--- src/rtl/clc_pkg.sv ---
package clc_pkg;
    localparam int LANES  = 4;
    localparam int POOL_W = 32;

    typedef enum logic [2:0] {
        MD_ANDOR    = 3'd0,
        MD_ORXOR    = 3'd1,
        MD_AND4     = 3'd2,
        MD_SR       = 3'd3,
        MD_DFF_SR   = 3'd4,
        MD_DFF2_R   = 3'd5,
        MD_JK_R     = 3'd6,
        MD_LATCH_SR = 3'd7
    } mode_e;

    typedef logic [LANES-1:0] lane_t;

    typedef struct packed {
        lane_t true_en;
        lane_t comp_en;
        logic  inv;
    } gate_cfg_t;

    function automatic logic gate_eval(gate_cfg_t c, lane_t d);
        return ((|(c.true_en & d)) | (|(c.comp_en & ~d))) ^ c.inv;
    endfunction

    function automatic logic is_stateful(mode_e m);
        return (m == MD_SR) || (m == MD_DFF_SR) || (m == MD_DFF2_R) ||
               (m == MD_JK_R) || (m == MD_LATCH_SR);
    endfunction
endpackage

--- src/rtl/clc_src_mux.sv ---
module clc_src_mux
    import clc_pkg::*;
#(
    parameter int POOL = POOL_W,
    localparam int SW  = $clog2(POOL)
) (
    input  logic [POOL-1:0]     pool_in,
    input  logic [LANES*SW-1:0] src_sel,
    output lane_t               lane_o
);
    for (genvar k = 0; k < LANES; k++) begin : g_lane
        logic [SW-1:0] idx;
        assign idx       = src_sel[k*SW +: SW];
        assign lane_o[k] = pool_in[idx];
    end
endmodule

--- src/rtl/clc_gate_bank.sv ---
module clc_gate_bank
    import clc_pkg::*;
(
    input  lane_t                 lane_i,
    input  logic [LANES*LANES-1:0] gate_true,
    input  logic [LANES*LANES-1:0] gate_comp,
    input  lane_t                 gate_inv,
    output lane_t                 gate_o
);
    for (genvar g = 0; g < LANES; g++) begin : g_gate
        gate_cfg_t cfg;
        assign cfg.true_en = gate_true[g*LANES +: LANES];
        assign cfg.comp_en = gate_comp[g*LANES +: LANES];
        assign cfg.inv     = gate_inv[g];
        assign gate_o[g]   = gate_eval(cfg, lane_i);
    end
endmodule

--- src/rtl/clc_func_core.sv ---
module clc_func_core
    import clc_pkg::*;
(
    input  logic       clk,
    input  logic       rst,
    input  logic [2:0] mode,
    input  lane_t      gate_i,
    input  logic       en,
    output logic       fn_o,
    output logic       q_o
);
    mode_e m;
    logic  q, q_next, g1_prev, g1_rise;
    logic  sr_set, sr_clr;

    assign m       = mode_e'(mode);
    assign g1_rise = gate_i[0] & ~g1_prev;
    assign sr_set  = gate_i[0] | gate_i[1];
    assign sr_clr  = gate_i[2] | gate_i[3];

    always_comb begin
        q_next = q;
        unique case (m)
            MD_SR: begin
                if (sr_set)      q_next = 1'b1;
                else if (sr_clr) q_next = 1'b0;
            end
            MD_DFF_SR: begin
                if (gate_i[2])      q_next = 1'b0;
                else if (gate_i[3]) q_next = 1'b1;
                else if (g1_rise)   q_next = gate_i[1];
            end
            MD_DFF2_R: begin
                if (gate_i[2])    q_next = 1'b0;
                else if (g1_rise) q_next = gate_i[1] ^ gate_i[3];
            end
            MD_JK_R: begin
                if (gate_i[2]) q_next = 1'b0;
                else if (g1_rise) begin
                    unique case ({gate_i[1], gate_i[3]})
                        2'b10:   q_next = 1'b1;
                        2'b01:   q_next = 1'b0;
                        2'b11:   q_next = ~q;
                        default: q_next = q;
                    endcase
                end
            end
            MD_LATCH_SR: begin
                if (gate_i[2])      q_next = 1'b0;
                else if (gate_i[3]) q_next = 1'b1;
                else if (gate_i[0]) q_next = gate_i[1];
            end
            default: q_next = q;
        endcase
    end

    always_ff @(posedge clk) begin
        if (rst) begin
            q       <= 1'b0;
            g1_prev <= 1'b0;
        end else begin
            g1_prev <= gate_i[0];
            if (en && is_stateful(m)) q <= q_next;
        end
    end

    always_comb begin
        unique case (m)
            MD_ANDOR: fn_o = (gate_i[0] & gate_i[1]) | (gate_i[2] & gate_i[3]);
            MD_ORXOR: fn_o = (gate_i[0] | gate_i[1]) ^ (gate_i[2] | gate_i[3]);
            MD_AND4:  fn_o = &gate_i;
            default:  fn_o = q;
        endcase
    end

    assign q_o = q;


    sr_set_wins_chk: assert property (@(posedge clk) disable iff (rst)
        (en && m == MD_SR && (gate_i[0] || gate_i[1])) |=> q_o);


    dff_clear_chk: assert property (@(posedge clk) disable iff (rst)
        (en && (m == MD_DFF_SR || m == MD_DFF2_R || m == MD_JK_R) && gate_i[2]) |=> !q_o);


    hold_when_off_chk: assert property (@(posedge clk) disable iff (rst)
        (!en && !$past(rst)) |=> $stable(q_o));
endmodule

--- src/rtl/clc_edge_irq.sv ---
module clc_edge_irq (
    input  logic clk,
    input  logic rst,
    input  logic out_i,
    input  logic rise_ie,
    input  logic fall_ie,
    input  logic clr,
    output logic flag_o
);
    logic prev, hit;

    assign hit = (rise_ie & out_i & ~prev) | (fall_ie & ~out_i & prev);

    always_ff @(posedge clk) begin
        if (rst) begin
            prev   <= 1'b0;
            flag_o <= 1'b0;
        end else begin
            prev <= out_i;
            if (clr)      flag_o <= 1'b0;
            else if (hit) flag_o <= 1'b1;
        end
    end


    flag_clear_chk: assert property (@(posedge clk) disable iff (rst)
        clr |=> !flag_o);


    flag_sticky_chk: assert property (@(posedge clk) disable iff (rst)
        (flag_o && !clr) |=> flag_o);
endmodule

--- src/rtl/cfg_logic_cell.sv ---
module cfg_logic_cell
    import clc_pkg::*;
#(
    parameter int POOL = POOL_W,
    localparam int SW  = $clog2(POOL)
) (
    input  logic                     clk,
    input  logic                     rst,
    input  logic [POOL-1:0]          pool_in,
    input  logic [LANES*SW-1:0]      src_sel,
    input  logic [LANES*LANES-1:0]   gate_true,
    input  logic [LANES*LANES-1:0]   gate_comp,
    input  logic [LANES-1:0]         gate_inv,
    input  logic [2:0]               mode,
    input  logic                     cell_en,
    input  logic                     out_pol,
    input  logic                     pin_oe,
    input  logic                     rise_ie,
    input  logic                     fall_ie,
    input  logic                     flag_clr,
    output logic                     cell_out,
    output logic                     pin_out,
    output logic                     irq_flag
);
    lane_t lanes, gates;
    logic  fn, q_unused;

    clc_src_mux #(.POOL(POOL)) u_mux (
        .pool_in (pool_in),
        .src_sel (src_sel),
        .lane_o  (lanes)
    );

    clc_gate_bank u_gates (
        .lane_i    (lanes),
        .gate_true (gate_true),
        .gate_comp (gate_comp),
        .gate_inv  (gate_inv),
        .gate_o    (gates)
    );

    clc_func_core u_core (
        .clk    (clk),
        .rst    (rst),
        .mode   (mode),
        .gate_i (gates),
        .en     (cell_en),
        .fn_o   (fn),
        .q_o    (q_unused)
    );

    assign cell_out = cell_en & (fn ^ out_pol);
    assign pin_out  = pin_oe & cell_out;

    clc_edge_irq u_irq (
        .clk     (clk),
        .rst     (rst),
        .out_i   (cell_out),
        .rise_ie (rise_ie),
        .fall_ie (fall_ie),
        .clr     (flag_clr),
        .flag_o  (irq_flag)
    );


    off_low_chk: assert property (@(posedge clk) disable iff (rst)
        !cell_en |-> !cell_out);


    pin_quiet_chk: assert property (@(posedge clk) disable iff (rst)
        !pin_oe |-> !pin_out);
endmodule

--- config.mk ---
export PLATFORM = sky130hd
export DESIGN_NAME = cfg_logic_cell
export DESIGN_NICKNAME = d
export VERILOG_FILES = /design/src/rtl/clc_pkg.sv /design/src/rtl/clc_src_mux.sv /design/src/rtl/clc_gate_bank.sv /design/src/rtl/clc_func_core.sv /design/src/rtl/clc_edge_irq.sv /design/src/rtl/cfg_logic_cell.sv
export SDC_FILE = /design/constraint.sdc
export NUM_CORES = 1
export LEC_CHECK = 0
export ABC_CLOCK_PERIOD_IN_PS = 4000
export BUFFER_PORTS_ARGS = -buffer_cell sky130_fd_sc_hd__buf_2
export CORE_UTILIZATION = 48
export DETAILED_ROUTE_END_ITERATION = 6
export GPL_TIMING_DRIVEN = 0
export HOLD_SLACK_MARGIN = 0.06
export PLACE_DENSITY = 0.8
export SLEW_MARGIN = 25
export SYNTH_ARGS = -nofsm -noshare
export SYNTH_HDL_FRONTEND = slang
export SYNTH_SLANG_ARGS = --single-unit
--- constraint.sdc ---
create_clock -name clk -period 4 [get_ports clk]
set_input_delay 0.2 -clock clk [delete_from_list [all_inputs] [get_ports clk]]
set_output_delay 0.2 -clock clk [all_outputs]
set_load 0.05 [all_outputs]
# [Yosys cells after proc, flatten, opt, wreduce, memory -nomap -nowiden]
# Index checks and enable logic that the tools add are counted.
[classes] order_cmp=4 n_eq_ne=16 mux=23 bitwise=37 n_reduce_logical=18
[op_table] op="$and A4 B4 Y4" count=8
[op_table] op="$reduce_or A4 Y1" count=8
[op_table] op="$lt A5 B6 Y1 const B" count=4
[op_table] op="$bmux W1 S5" count=4
[op_table] op="$mux W1" count=16
[op_table] op="$eq A3 B3 Y1 const B" count=4
[op_table] op="$and A1 B1 Y1" count=9
[op_table] op="$ne A3 B1 Y1 const B" count=3
[op_table] op="$ne A4 B1 Y1 const B" count=2
[op_table] op="$or A1 B1 Y1" count=8
[op_table] op="$reduce_and A8 Y1" count=1
[op_table] op="$xor A1 B1 Y1" count=7
[op_table] op="$eq A3 B2 Y1 const B" count=2
[op_table] op="$pmux W1 S3" count=2
[op_table] op="$ne A5 B4 Y1 const B" count=1
[op_table] op="$pmux W1 S5" count=1
[op_table] op="$reduce_bool A5 Y1" count=1
[op_table] op="$eq A2 B2 Y1 const B" count=2
[op_table] op="$logic_or A1 B1 Y1" count=4
[op_table] op="$not A1 Y1" count=4
[op_table] op="$not A4 Y4" count=1
[op_table] op="$reduce_and A4 Y1" count=1
[op_table] op="$eq A3 B1 Y1 const B" count=1
[op_table] op="$logic_not A3 Y1" count=1
[op_table] op="3 further kinds" count=3
[totals] regBits=4 input_bits=99

# [Longest topological paths before layout]
[depth] word_depth=16 depth_mapped=18 depth_no_buf=15

# [Hierarchy]
# A second synthesis with hierarchy kept.
[hier_totals] cells_unflattened=246 area_unflattened_um2=2004.4
[modules_own_cells] mod="clc_src_mux" instances=1 cells_per_inst=164 area_per_inst_um2=1301.2
[modules_own_cells] mod="clc_func_core" instances=1 cells_per_inst=44 area_per_inst_um2=341.6
[modules_own_cells] mod="clc_gate_bank" instances=1 cells_per_inst=28 area_per_inst_um2=265.3
[modules_own_cells] mod="clc_edge_irq" instances=1 cells_per_inst=7 area_per_inst_um2=73.8
[modules_own_cells] mod="cfg_logic_cell" instances=1 cells_per_inst=3 area_per_inst_um2=22.5

# [Worst setup path after synthesis]
# No wires, ideal clock.
[synth_path] path_type="input port to output port" from="input src_sel[6]" to="output pin_out" t_arrival_ps=3450 required_ps=3800 setup_slack_ps=350 cell_stages=14 n_path_buf=3 path_cell_list="buf_2 > buf_4 > mux2i_1 > a22oi_1 > a31o_1 > nor2_1 > mux2i_1 > and4b_1 > buf_6 > o41ai_1 > and4_1 > a2111oi_2 > a21o_1 > and2_1"
[synth_between] elab_chain_len=13 word_cells_on_any_way=38 classes_between="mux: 3; bitwise: 26; reduce/logical: 9"
[synth_lines] item="start, declared" line="cfg_logic_cell.sv:10" source="input logic [LANES*SW-1:0] src_sel,"
[synth_lines] item="$bmux W1 S5 (*)" line="clc_src_mux.sv:14" source="assign lane_o[k] = pool_in[idx];"
[synth_lines] item="$mux W1 (implied by the code) (*)" line="clc_src_mux.sv:14"
[synth_lines] item="$not A4 Y4" line="clc_pkg.sv:25" source="return ((|(c.true_en & d)) | (|(c.comp_en & ~d))) ^ c.inv;"
[synth_lines] item="$and A4 B4 Y4" line="clc_pkg.sv:25"
[synth_lines] item="$reduce_or A4 Y1" line="clc_pkg.sv:25"
[synth_lines] item="$or A1 B1 Y1" line="clc_pkg.sv:25"
[synth_lines] item="$xor A1 B1 Y1" line="clc_pkg.sv:25"
[synth_lines] item="$or A1 B1 Y1 or $and A1 B1 Y1 (tied branches)" line="clc_func_core.sv:70, clc_func_core.sv:69"
[synth_lines] item="$xor A1 B1 Y1 or $or A1 B1 Y1 (tied branches)" line="clc_func_core.sv:70, clc_func_core.sv:69"
[synth_lines] item="$pmux W1 S3 (*)" line="clc_func_core.sv:68" source="unique case (m)"
[synth_lines] item="$xor A1 B1 Y1 (*)" line="cfg_logic_cell.sv:52" source="assign cell_out = cell_en & (fn ^ out_pol);"
[synth_lines] item="$and A1 B1 Y1 (*)" line="cfg_logic_cell.sv:52"
[synth_lines] item="net cell_out" line="cfg_logic_cell.sv:21" source="output logic cell_out,"
[synth_lines] item="$and A1 B1 Y1 (*)" line="cfg_logic_cell.sv:53" source="assign pin_out = pin_oe & cell_out;"
[synth_lines] item="end, declared" line="cfg_logic_cell.sv:22" source="output logic pin_out,"
# The timed path passes the listed nets; every way through them passes the cells marked *. The select of a mux whose other input is x is not followed.

# [Worst setup path in the final report]
[layout_path] from="input src_sel[11]" to="output pin_out"
[layout_between] elab_chain_len=13 word_cells_on_any_way=38 classes_between="mux: 3; bitwise: 26; reduce/logical: 9"
[layout_lines] item="$bmux W1 S5 (*)" line="clc_src_mux.sv:14"
[layout_lines] item="$mux W1 (implied by the code) (*)" line="clc_src_mux.sv:14"
[layout_lines] item="$not A4 Y4" line="clc_pkg.sv:25"
[layout_lines] item="$and A4 B4 Y4" line="clc_pkg.sv:25"
[layout_lines] item="$reduce_or A4 Y1" line="clc_pkg.sv:25"
[layout_lines] item="$or A1 B1 Y1" line="clc_pkg.sv:25"
[layout_lines] item="$xor A1 B1 Y1" line="clc_pkg.sv:25"
[layout_lines] item="$or A1 B1 Y1 or $and A1 B1 Y1 (tied branches)" line="clc_func_core.sv:70, clc_func_core.sv:69"
[layout_lines] item="$xor A1 B1 Y1 or $or A1 B1 Y1 (tied branches)" line="clc_func_core.sv:70, clc_func_core.sv:69"
[layout_lines] item="$pmux W1 S3 (*)" line="clc_func_core.sv:68"
[layout_lines] item="$xor A1 B1 Y1 (*)" line="cfg_logic_cell.sv:52"
[layout_lines] item="$and A1 B1 Y1 (*)" line="cfg_logic_cell.sv:52"
[layout_lines] item="$and A1 B1 Y1 (*)" line="cfg_logic_cell.sv:53"
# Mark *: on every way between the ends. The rest lies on a longest branch, timed or not. The select of a mux whose other input is x is not followed.

==> flow_summary.ini <==
[timing]
finalSetupViolations = 0
setup_slack_ns = 0.2581
tns_ns = 0
period_needed_ns = 3.742
slew_headroom_pct = 65.93
finalCritPeriodShare_pct = 93.55
hold_viol_final = 0
rsz0062_at_grt = false
slew_violations = 0
fin_skew_ns = 0.002060
clock.fmax_mhz = 267.2
worstMarginPinSlew_ns = 0.5111

[setup_path]
cp-start-kind = input port
endpoint_kind = output port
crit_arrival_ns = 3.54
rrSetupSlack_ns = 2.33
rr_endpoint = u_irq.flag_o$_SDFFE_PP0P_
startpoint = src_sel[11]
worstPathRequired_ns = 3.80
crit_fanout = 10
rr_startpoint = u_core.q_o$_SDFFE_PP0P_
crit_type = in2out
rr_worst_depth = 6
setup.worst_path.end = pin_out

[floorplan]
coreArea_um2 = 4354
die_w_um = 69.25
num_io_pins = 102
rows = 24
start_util_pct = 49.86
die_y_um = 69.25
dieArea_um2 = 4796

[yosys]
ys_types = 54
synth_edf_count = 0
async_reset_ff_share_pct = 0
ys_seq_area_share_pct = 3.689
ys_warn_count = 0
postSynthNetCount = 386
synthesis.instances = 286
syn_avg_cell_area_um2 = 7.590
synth_flop_cell = dfxtp_1
syn_area_um2 = 2171
ys_seq_elements = 4

[pwr]
power_leakage_nw = 1.393
ir_worst_vdd_v = 0.00008828
finalPower_uw = 470.0
p_per_area_nw_per_um2 = 169.7

[clock_network]
cts_root_buffer = clkbuf_8
cts.htree.levels = 1
clkSinkCount = 4
worstSkewPairLatency_ns = 0.22
numCtsBuffers = 3
clockBufferDepth = 2
cts_setup_buffers = 0
clk_pin_slew_ns = 0.03
cts_tree = done

[cells_and_area]
syn_to_final_growth_pct = 27.61
final_cells = 437
n_antenna_cell = 0
finalNetCount = 487
drive_gt1_share_pct = 34.29
final_common_cell = buf_2
final_cell_mix = buf_2 (99), mux2i_1 (72), nand2_1 (28), a21oi_1 (17), a22oi_1 (16)

[global_route]
groute.usage.overall_pct = 30.54
overflow = 0
antenna_found_initial = 0
grt_pass1_vias = 2527
grt_max_degree = 11
grt_pass1_wl_um = 11960

[route]
drt_first_pass_iters = 5
first_iter_violations = 239
routedWlPerCell_um = 16.42
drc = 0
routed_wirelength_um = 7174
vias_per_cell = 6.126
num_vias = 2677
ant_nets = 0

[place]
finalWeightedCongestion = 0.8970
dpl_worst_slack_ns = 0.2396
port_buffers = 96
place_hpwl_um = 6138
dpl.cell_count = 434

[job]
drv_cap = 0

[run_status]
status = completed

[worst_hold_path]
hold_class = in2reg
-- routing by layer --
layer  track usage (%)  routed length [um]
met5                 0                   0
met1             42.29                3130
met4             10.20                 150
met3             2.907                 650
met2             49.41                3242
-- cells by family (layout without fill, tap and decap cells) --
kind of cell,count (synthesis),in the layout,share of synthesized area (%)
fa+ha+maj,1,1,0.5763
buf+inv,20,119,6.282
xor+xnor,1,1,0.4035
mux,72,72,33.20
flops,4,4,3.689
simple gates,111,111,28.36
compound gates,77,77,27.49
-- Yosys cell counts (2+ instances only) --
cell type	number	area [um2]
a2111oi_2	2	30.03
a211oi_1	4	30.03
a21o_1	3	22.52
a21oi_1	17	85.08
a22oi_1	16	120.1
a311oi_1	2	17.52
a31o_2	2	17.52
a31oi_1	3	18.77
a41oi_2	3	48.80
and2_1	13	81.33
and2_2	4	30.03
and3_1	3	18.77
and4b_1	2	20.02
buf_2	3	15.01
buf_4	3	22.52
buf_6	4	45.04
dfxtp_1	4	80.08
inv_1	9	33.78
mux2i_1	72	720.7
nand2_1	28	105.1
nand2b_1	8	50.05
nand3_1	14	70.07
nand3_2	2	20.02
nand4_1	4	25.02
nor2_1	13	48.80
nor2b_1	9	56.30
nor3_1	2	10.01
o21ai_0	8	40.04
o22ai_1	2	12.51
o31ai_1	2	15.01
o41ai_1	2	17.52
-- worst min-delay path by stage --
stage | from | to | cells past startpoint
CTS | flag_clr | u_irq.flag_o$_SDFFE_PP0P_ | 2
global placement | flag_clr | u_irq.flag_o$_SDFFE_PP0P_ | 2
finish | flag_clr | u_irq.flag_o$_SDFFE_PP0P_ | 2
global route | flag_clr | u_irq.flag_o$_SDFFE_PP0P_ | 2
detailed placement | flag_clr | u_irq.flag_o$_SDFFE_PP0P_ | 2
floorplan | rst | u_irq.flag_o$_SDFFE_PP0P_ | 1
-- cell type report --
cell class	count	area, um2
Multi-Input combinational cell	262	1963
Fill cell	430	1584
Timing Repair Buffer	96	480.5
Buffer	11	106.4
Sequential cell	4	80.08
Tap cell	52	65.06
Clock buffer	3	41.29
Inverter	9	33.78
-- critical path, stage by stage --
cell and delay [ns]:
buf_6 0.13, buf_12 0.16, mux2i_1 0.23, a21oi_1 0.11
nand3_2 0.10, nand2_2 0.07, a311oi_4 0.44, mux2i_1 0.40
and4b_4 0.29, buf_6 0.11, nor2_1 0.08, and4_1 0.22
a2111oi_2 0.41, a21o_1 0.20, and2_1 0.13, buf_2 0.25
-- report_power, final --
| part | switching (mW) | internal [mW] |
|---|---|---|
| sequential | 0.00217 | 0.0434 |
| combinational | 0.187 | 0.152 |
| clock | 0.0218 | 0.0642 |
-- metrics by stage --
step	util [%]	instance area [um2]	hold WS [ns]
after floorplan	-	2171	0.2689
after global placement	62.39	2716	0.3806
after detailed placement	62.39	2716	0.3832
after CTS	63.33	2758	0.1543
after global routing	63.62	2770	0.1611
final	63.62	2770	0.1532
-- sequential cells by signal, summed over array words and instances (netlist names) --
register and flops:
u_irq.flag_o 1, u_core.q_o 1, u_irq.prev 1, u_core.g1_prev 1
-- timing repair --
action | CTS | global route
hold buffers | 0 | 0
endpoints found under the setup margin | 0 | 1
endpoints found under the hold margin | 0 | 0
resized for setup | 0 | 3
Power figures use the tool's default switching activity.
